**config.mk**
```make
export PLATFORM = sky130hd
export DESIGN_NAME = timed_cmd_engine
export DESIGN_NICKNAME = d
export VERILOG_FILES = /design/src/rtl/tce_pkg.sv /design/src/rtl/tce_ctrl.sv /design/src/rtl/tce_datapath.sv /design/src/rtl/timed_cmd_engine.sv
export SDC_FILE = /design/constraint.sdc
export NUM_CORES = 2
export LEC_CHECK = 0
export ABC_CLOCK_PERIOD_IN_PS = 5000
export BUFFER_PORTS_ARGS = -buffer_cell sky130_fd_sc_hd__buf_2
export CORE_MARGIN = 2
export CORE_UTILIZATION = 35
export CTS_CLUSTER_DIAMETER = 40
export DETAILED_ROUTE_END_ITERATION = 6
export PLACE_DENSITY = 0.61
export SLEW_MARGIN = 25
export SYNTH_ARGS = -nofsm -noshare
export SYNTH_HDL_FRONTEND = slang
export SYNTH_SLANG_ARGS = --single-unit
```
**constraint.sdc**
```tcl
create_clock -name clk -period 5 [get_ports clk]
set_clock_uncertainty 0.15 [all_clocks]
set_input_delay 0.75 -clock clk [delete_from_list [all_inputs] [get_ports clk]]
set_output_delay 0.75 -clock clk [all_outputs]
set_load 0.02 [all_outputs]
```
**src/rtl/tce_pkg.sv**
```systemverilog
package tce_pkg;

  typedef enum logic [1:0] {
    CLS_IMM   = 2'b00,
    CLS_IFACE = 2'b01,
    CLS_CHIP  = 2'b10,
    CLS_RSV   = 2'b11
  } cmdClass_e;

  localparam logic [1:0] HDR_MARK   = 2'b11;

  // immediate opcodes
  localparam logic [3:0] OP_IFRST   = 4'd0;
  localparam logic [3:0] OP_FERST   = 4'd1;
  localparam logic [3:0] OP_TREAD   = 4'd2;
  localparam logic [3:0] OP_EXECAT  = 4'd3;
  // interface opcodes
  localparam logic [3:0] OP_REGWR   = 4'd0;
  localparam logic [3:0] OP_REGRD   = 4'd1;
  localparam logic [3:0] OP_PULSE   = 4'd2;
  // status opcode of a refusal echo
  localparam logic [3:0] OP_REJECT  = 4'hF;

  typedef enum logic [1:0] {
    ECHO_NONE,
    ECHO_IN,
    ECHO_HEAD,
    ECHO_ERR
  } echoSrc_e;

  typedef struct packed {
    logic     push;
    logic     pop;
    logic     flush;
    echoSrc_e echoSrc;
    logic     useRdData;
    logic     ifaceRst;
    logic     feRst;
    logic     regWr;
    logic     regRd;
    logic     pulse;
    logic     chipCmd;
  } ctrlStrobe_t;

  // Marks the side effects of executing command word w on top of base.
  function automatic ctrlStrobe_t markExec(input ctrlStrobe_t base, input logic [31:0] w);
    ctrlStrobe_t s;
    logic [3:0] op;
    s  = base;
    op = w[27:24];
    case (cmdClass_e'(w[29:28]))
      CLS_IMM: begin
        s.ifaceRst = (op == OP_IFRST);
        s.feRst    = (op == OP_FERST);
      end
      CLS_IFACE: begin
        s.regWr     = (op == OP_REGWR);
        s.regRd     = (op == OP_REGRD);
        s.useRdData = (op == OP_REGRD);
        s.pulse     = (op == OP_PULSE);
      end
      CLS_CHIP: s.chipCmd = 1'b1;
      default: ;
    endcase
    return s;
  endfunction

endpackage

```
**src/rtl/tce_ctrl.sv**
```systemverilog
module tce_ctrl
  import tce_pkg::*;
#(
  parameter int TIMER_W = 15
) (
  input  logic               clk,
  input  logic               rstN,
  input  logic               pktValid,
  input  logic [31:0]        pktWord,
  input  logic [31:0]        headWord,
  input  logic               qEmpty,
  input  logic               qFull,
  input  logic [TIMER_W-1:0] timer,
  output ctrlStrobe_t        strb,
  output logic               holdArmed,
  output logic [TIMER_W-1:0] holdTarget
);

  cmdClass_e  inCls;
  logic [3:0] inOp;
  logic       inWell;
  logic       inImm;
  logic       inQueued;
  logic       inReject;
  logic       timeReached;
  logic       popNow;

  always_comb begin
    inCls       = cmdClass_e'(pktWord[29:28]);
    inOp        = pktWord[27:24];
    inWell      = pktValid && (pktWord[31:30] == HDR_MARK) && (inCls != CLS_RSV);
    inImm       = inWell && (inCls == CLS_IMM);
    inQueued    = inWell && ((inCls == CLS_IFACE) || (inCls == CLS_CHIP));
    inReject    = inQueued && qFull;
    timeReached = !holdArmed || (timer == holdTarget);
    popNow      = !qEmpty && !inImm && !inReject && timeReached;
  end

  always_comb begin
    strb       = '0;
    strb.push  = inQueued && !qFull;
    strb.pop   = popNow;
    strb.flush = inImm && (inOp == OP_IFRST);
    if (inImm) begin
      strb.echoSrc = ECHO_IN;
      strb         = markExec(strb, pktWord);
    end else if (inReject) begin
      strb.echoSrc = ECHO_ERR;
    end else if (popNow) begin
      strb.echoSrc = ECHO_HEAD;
      strb         = markExec(strb, headWord);
    end
  end

  always_ff @(posedge clk or negedge rstN) begin
    if (!rstN) begin
      holdArmed  <= 1'b0;
      holdTarget <= '0;
    end else if (strb.flush) begin
      holdArmed  <= 1'b0;
    end else if (inImm && (inOp == OP_EXECAT)) begin
      holdArmed  <= 1'b1;
      holdTarget <= pktWord[TIMER_W-1:0];
    end else if (popNow) begin
      holdArmed  <= 1'b0;
    end
  end

endmodule

```
**src/rtl/tce_datapath.sv**
```systemverilog
module tce_datapath
  import tce_pkg::*;
#(
  parameter int DEPTH   = 128,
  parameter int TIMER_W = 15,
  localparam int AW     = (DEPTH > 1) ? $clog2(DEPTH) : 1,
  localparam int CW     = $clog2(DEPTH + 1)
) (
  input  logic               clk,
  input  logic               rstN,
  input  ctrlStrobe_t        strb,
  input  logic [31:0]        pktWord,
  input  logic [15:0]        regRdData,
  output logic [31:0]        headWord,
  output logic               qEmpty,
  output logic               qFull,
  output logic [CW-1:0]      qCount,
  output logic [TIMER_W-1:0] timer,
  output logic               echoValid,
  output logic [31:0]        echoWord,
  output logic               ifaceRstPulse,
  output logic               feRstPulse,
  output logic               regWrPulse,
  output logic               regRdPulse,
  output logic               injectPulse,
  output logic [7:0]         regAddr,
  output logic [15:0]        regWrData,
  output logic               chipCmdValid,
  output logic [12:0]        chipCmdWord
);

  localparam logic [AW-1:0] LAST_PTR = AW'(DEPTH - 1);

  logic [31:0]   fifoMem [DEPTH];
  logic [AW-1:0] wrPtr;
  logic [AW-1:0] rdPtr;
  logic [31:0]   srcWord;
  logic [15:0]   tsData;
  logic [15:0]   execData;

  function automatic logic [AW-1:0] stepPtr(input logic [AW-1:0] p);
    return (p == LAST_PTR) ? '0 : p + 1'b1;
  endfunction

  always_ff @(posedge clk) begin
    if (strb.push) fifoMem[wrPtr] <= pktWord;
  end

  always_ff @(posedge clk or negedge rstN) begin
    if (!rstN) begin
      wrPtr  <= '0;
      rdPtr  <= '0;
      qCount <= '0;
    end else if (strb.flush) begin
      wrPtr  <= '0;
      rdPtr  <= '0;
      qCount <= '0;
    end else begin
      if (strb.push) wrPtr <= stepPtr(wrPtr);
      if (strb.pop)  rdPtr <= stepPtr(rdPtr);
      qCount <= qCount + CW'(strb.push) - CW'(strb.pop);
    end
  end

  always_ff @(posedge clk or negedge rstN) begin
    if (!rstN) timer <= '0;
    else       timer <= timer + 1'b1;
  end

  always_comb begin
    headWord = fifoMem[rdPtr];
    qEmpty   = (qCount == '0);
    qFull    = (qCount == CW'(DEPTH));
    srcWord  = (strb.echoSrc == ECHO_HEAD) ? headWord : pktWord;
    tsData   = 16'(timer);
    execData = strb.useRdData ? regRdData : tsData;
  end

  always_ff @(posedge clk or negedge rstN) begin
    if (!rstN) begin
      echoValid     <= 1'b0;
      echoWord      <= '0;
      ifaceRstPulse <= 1'b0;
      feRstPulse    <= 1'b0;
      regWrPulse    <= 1'b0;
      regRdPulse    <= 1'b0;
      injectPulse   <= 1'b0;
      chipCmdValid  <= 1'b0;
      regAddr       <= '0;
      regWrData     <= '0;
      chipCmdWord   <= '0;
    end else begin
      echoValid <= (strb.echoSrc != ECHO_NONE);
      case (strb.echoSrc)
        ECHO_ERR:           echoWord <= {HDR_MARK, CLS_IMM, OP_REJECT, srcWord[23:0]};
        ECHO_IN, ECHO_HEAD: echoWord <= {srcWord[31:16], execData};
        default:            echoWord <= echoWord;
      endcase
      ifaceRstPulse <= strb.ifaceRst;
      feRstPulse    <= strb.feRst;
      regWrPulse    <= strb.regWr;
      regRdPulse    <= strb.regRd;
      injectPulse   <= strb.pulse;
      chipCmdValid  <= strb.chipCmd;
      if (strb.regWr || strb.regRd) regAddr <= srcWord[23:16];
      if (strb.regWr) regWrData <= srcWord[15:0];
      if (strb.chipCmd) chipCmdWord <= srcWord[12:0];
    end
  end

endmodule

```
**src/rtl/timed_cmd_engine.sv**
```systemverilog
module timed_cmd_engine
  import tce_pkg::*;
#(
  parameter int DEPTH   = 128,
  parameter int TIMER_W = 15
) (
  input  logic        clk,
  input  logic        rstN,
  input  logic        pktValid,
  input  logic [31:0] pktWord,
  input  logic [15:0] regRdData,
  output logic        echoValid,
  output logic [31:0] echoWord,
  output logic        ifaceRstPulse,
  output logic        feRstPulse,
  output logic        regWrPulse,
  output logic        regRdPulse,
  output logic        injectPulse,
  output logic [7:0]  regAddr,
  output logic [15:0] regWrData,
  output logic        chipCmdValid,
  output logic [12:0] chipCmdWord
);

  localparam int CW = $clog2(DEPTH + 1);

  ctrlStrobe_t        strb;
  logic [31:0]        headWord;
  logic               qEmpty;
  logic               qFull;
  logic [CW-1:0]      qCount;
  logic [TIMER_W-1:0] timer;
  logic               holdArmed;
  logic [TIMER_W-1:0] holdTarget;

  tce_ctrl #(.TIMER_W(TIMER_W)) u_ctrl (
    .clk       (clk),
    .rstN      (rstN),
    .pktValid  (pktValid),
    .pktWord   (pktWord),
    .headWord  (headWord),
    .qEmpty    (qEmpty),
    .qFull     (qFull),
    .timer     (timer),
    .strb      (strb),
    .holdArmed (holdArmed),
    .holdTarget(holdTarget)
  );

  tce_datapath #(.DEPTH(DEPTH), .TIMER_W(TIMER_W)) u_dp (
    .clk          (clk),
    .rstN         (rstN),
    .strb         (strb),
    .pktWord      (pktWord),
    .regRdData    (regRdData),
    .headWord     (headWord),
    .qEmpty       (qEmpty),
    .qFull        (qFull),
    .qCount       (qCount),
    .timer        (timer),
    .echoValid    (echoValid),
    .echoWord     (echoWord),
    .ifaceRstPulse(ifaceRstPulse),
    .feRstPulse   (feRstPulse),
    .regWrPulse   (regWrPulse),
    .regRdPulse   (regRdPulse),
    .injectPulse  (injectPulse),
    .regAddr      (regAddr),
    .regWrData    (regWrData),
    .chipCmdValid (chipCmdValid),
    .chipCmdWord  (chipCmdWord)
  );

endmodule

```
==> results list <==
* Via total after detailed routing: 78844
- After global routing the overflow that remains totals 0.
- Max-cap violations in this run came to 0.
- Post-synthesis sequential area ratio: 0.7753
* Num CTS Buffers: 521
- The number of different library cells used by synthesis comes to 69.
- Final Wtd Congestion: 0.8615
- In this run the standard cell core region covers 463600 sq um.
* Cell total after placement: 13119
* Post-route setup slack: 109.8 ps
* Syn-to-layout area delta: 18.32%
- DRT antenna net count: 0
* Most common cell in the netlist: sky130_fd_sc_hd__edfxtp_1
* CP Max Fanout: 25
- Highest clock frequency the design can meet: 0.2045 GHz
- Clock latency reported for the late side of the worst-skew pair: 1020 ps
- The checks that failed: design-rule violations.
- Of the post-synthesis cell area, the dominant cell type holds 0.7555.
* Via count of the first global-routing pass: 79127
- Setup violations remaining at the end of the flow were counted as 0.
* Top cells by count, synth: sky130_fd_sc_hd__edfxtp_1 (4096), sky130_fd_sc_hd__mux4_2 (1252), sky130_fd_sc_hd__nor2_1 (198), sky130_fd_sc_hd__clkbuf_1 (196), sky130_fd_sc_hd__dfrtp_1 (129)
- Using the TritonRoute via totals, the vias-per-cell ratio works out to 5.590.
- Pin count of the biggest net entering global routing: 130
- Headroom to the max-slew limit came out at 0.2528.
- Final worst path period need: 4890 ps
- Worst EP arrival: 5620 ps
- Type of the tightest min-delay check: primary input to flip-flop
- After the first detailed-routing iteration, the DRC count stood at 10570.
* Routed wire per std cell: 31.56 microns
- Of all flip-flops after synthesis, the portion carrying an async set or reset was 0.03053.
- Core Util, Final: 0.4155
* Max rail drop VDD: 0.4158 mV
- The number of antenna violations at the first check in global routing was 39.
* Slew @ Worst Pin: 1121 ps
- Counting instances, the worst hold path has a depth of 1.
- The final count of hold timing violations was 0.
- The critical path is of the flip-flop to flip-flop type.
- The H-tree was split into 6 levels.
* Detailed Place HPWL: 245500 microns
- In the global route stage, overall resource usage came out at 0.1849.
- Vertical die dimension: 686.0 microns
- In this run the register-to-register setup slack is 110 ps.
- Post-synth EDFFs: 4096
- Post-Layout Inst Area: 192600 sq um
- The final count of pins violating max slew is 0.
- Once the clock tree was built, the setup fixing pass inserted 0 buffers.
- Of the available clock period, the critical path in the final layout requires 0.9780.
* Total die area: 470600 sq um
- Crit. End Element: flip-flop
- Number of fillers in the final layout: 39517
- Total I/O pin count: 127
* Syn Inst Count: 6855
- Sequential cell area in the final layout: 126200 sq um
- Setup TNS: 0 ps
* Kind of start point of the critical path: flip-flop
* Wire length of the first global-routing pass: 617800 microns
* Worst Path Required: 5730 ps
- The clock drives 4225 sinks.
* First-pass DRT Iterations: 7
- Measured in cells, the most critical reg-to-reg path has a length of 12.
- Remaining design rule violation count: 3
- In the synthesized netlist the dominant register cell turns out to be sky130_fd_sc_hd__edfxtp_1.
* Port-buffer cells: 126
- The initialized floorplan defines 250 standard-cell rows.
- Clock-pin slew of the registers on the worst-case setup and hold paths: 60 ps
* Main area contributors after synthesis: sky130_fd_sc_hd__edfxtp_1 (76%), sky130_fd_sc_hd__mux4_2 (17%), sky130_fd_sc_hd__dfrtp_1 (2.0%), sky130_fd_sc_hd__mux2i_1 (0.74%), sky130_fd_sc_hd__nor2_1 (0.46%)
- The synthesized design spends more area on one cell type than any other, namely sky130_fd_sc_hd__edfxtp_1.
- The initial utilization of the core area, before any placement, comes to 0.3512.
- At the placement stage, the worst setup path has a slack of 396.8 ps.
- After synthesis the cells add up to 162800 sq um.
* Total Routed Length: 445100 microns
- Power density over cell area: 563.6 nW/um^2
- The placed instances occupy a cell area of 174500 sq um.
- After the last flow step, the layout net total stands at 7563.
* Run status: finished with violations
- In the final layout, the share of cells above drive strength 1 is 0.3469.
- Pleak: 60.55 nW
- Clock Path Buffers: 4
- Syn_area_per_cell: 23.75 sq um
- The finished layout holds 14105 standard cells, fillers aside.
- The multi-input combinational cells in the finished layout cover a total of 35560 sq um.
- CTS tree: built
- The tree is rooted in a sky130_fd_sc_hd__clkbuf_16.
- After synthesis the netlist holds a flip-flop and latch count of 4225.
- Number of synthesis warnings: 0
* Number of nets produced by synthesis: 6928
- DIE WIDTH: 686.0 microns
- Unrepaired setup endpoints after global routing: false
-- metal layers --
layer	track usage	vias up	wire length (microns)
met5	0.005714	-	101
li1	-	30853	-
met3	0.04887	627	46870
met4	0.04841	16	11190
met1	0.2554	43182	176900
met2	0.2912	4166	210000
-- what timing repair did --
action                                  CTS  global route
endpoints found under the setup margin    0             0
endpoints found under the hold margin   164             0
resized for setup                         0             0
hold buffers                             21             0
-- where the power goes --
part / internal, mW / switching [mW]
clock: 23.3 / 14.9
combinational: 13.4 / 17.0
sequential: 39.2 / 0.671
-- kinds of logic (layout without fill, tap and decap cells) --
| logic type | after synthesis | in the layout | synth area share |
|---|---|---|---|
| other cells | 0 | 23 | 0 |
| xor+xnor | 41 | 41 | 0.002206 |
| simple gates | 489 | 489 | 0.01360 |
| buf+inv | 407 | 1460 | 0.01230 |
| compound gates | 245 | 245 | 0.01052 |
| flops | 4225 | 4225 | 0.7753 |
| fa+ha+maj | 22 | 22 | 0.001737 |
| mux | 1426 | 1426 | 0.1843 |
-- stage by stage --
step	power [mW]	hold WS, ps
CTS	109.2	60.72
global route	111.8	7.470
finish	108.6	61.76
detailed placement	70.94	340.3
floorplan	59.24	304.4
global placement	70.71	324.3
-- final timing paths --
check,start,to
setup reg to reg,u_dp.rdPtr[2],u_dp.regWrData[1]
hold / removal,pktWord[23],u_dp.fifoMem[55][23]
hold reg to reg,u_dp.regWrData[2],u_dp.regWrData[2]
max in group asynchronous,rstN,u_dp.rdPtr[3]
min in group asynchronous,rstN,u_dp.regWrData[14]
setup / recovery,u_dp.rdPtr[2],u_dp.regWrData[1]
-- layout by cell type (no fill, tap or decap), drive strengths merged, types with 16 or more instances in the layout --
cell type / n
a21oi: 49
a221oi: 18
a22oi: 42
and3: 24
buf: 467
bufinv: 65
clkbuf: 616
clkinv: 157
clkinvlp: 40
dfrtp: 129
diode: 23
dlygate4sd3: 21
edfxtp: 4096
ha: 21
inv: 94
mux2: 53
mux2i: 121
mux4: 1252
nand2: 117
nand2b: 18
nand3: 64
nor2: 198
o2111ai: 16
o21ai: 49
or3: 16
xnor2: 29
-- worst max-delay path, stage by stage, from the launching register on --
cell	delay (ps)
sky130_fd_sc_hd__dfrtp_4	810
sky130_fd_sc_hd__buf_4	390
sky130_fd_sc_hd__buf_4	250
sky130_fd_sc_hd__mux4_2	300
sky130_fd_sc_hd__nand2_1	90
sky130_fd_sc_hd__a21oi_1	80
sky130_fd_sc_hd__o21ai_0	530
sky130_fd_sc_hd__o21ai_0	230
sky130_fd_sc_hd__o21ai_0	780
sky130_fd_sc_hd__nor3_2	180
sky130_fd_sc_hd__a22oi_2	200
sky130_fd_sc_hd__buf_4	340
sky130_fd_sc_hd__mux2_2	380
-- cell type report --
cell class,instances,area share
flip-flops and latches,4225,0.6554
multi-input cells,2223,0.1846
clock buffers,616,0.07144
well taps,6174,0.04010
repair buffers,488,0.02666
clock inverters,325,0.02088
inverters,31,0.0006495
diodes,23,0.0002988
-- flip-flops by register name, summed over array words and instances, names as in the netlist, 8 cells and up --
| name | count |
|---|---|
| u_ctrl.holdTarget | 15 |
| u_dp.chipCmdWord | 13 |
| u_dp.echoWord | 32 |
| u_dp.fifoMem | 4096 |
| u_dp.qCount | 8 |
| u_dp.regAddr | 8 |
| u_dp.regWrData | 16 |
| u_dp.timer | 15 |
Note: power is estimated with default switching activity, not from simulation.
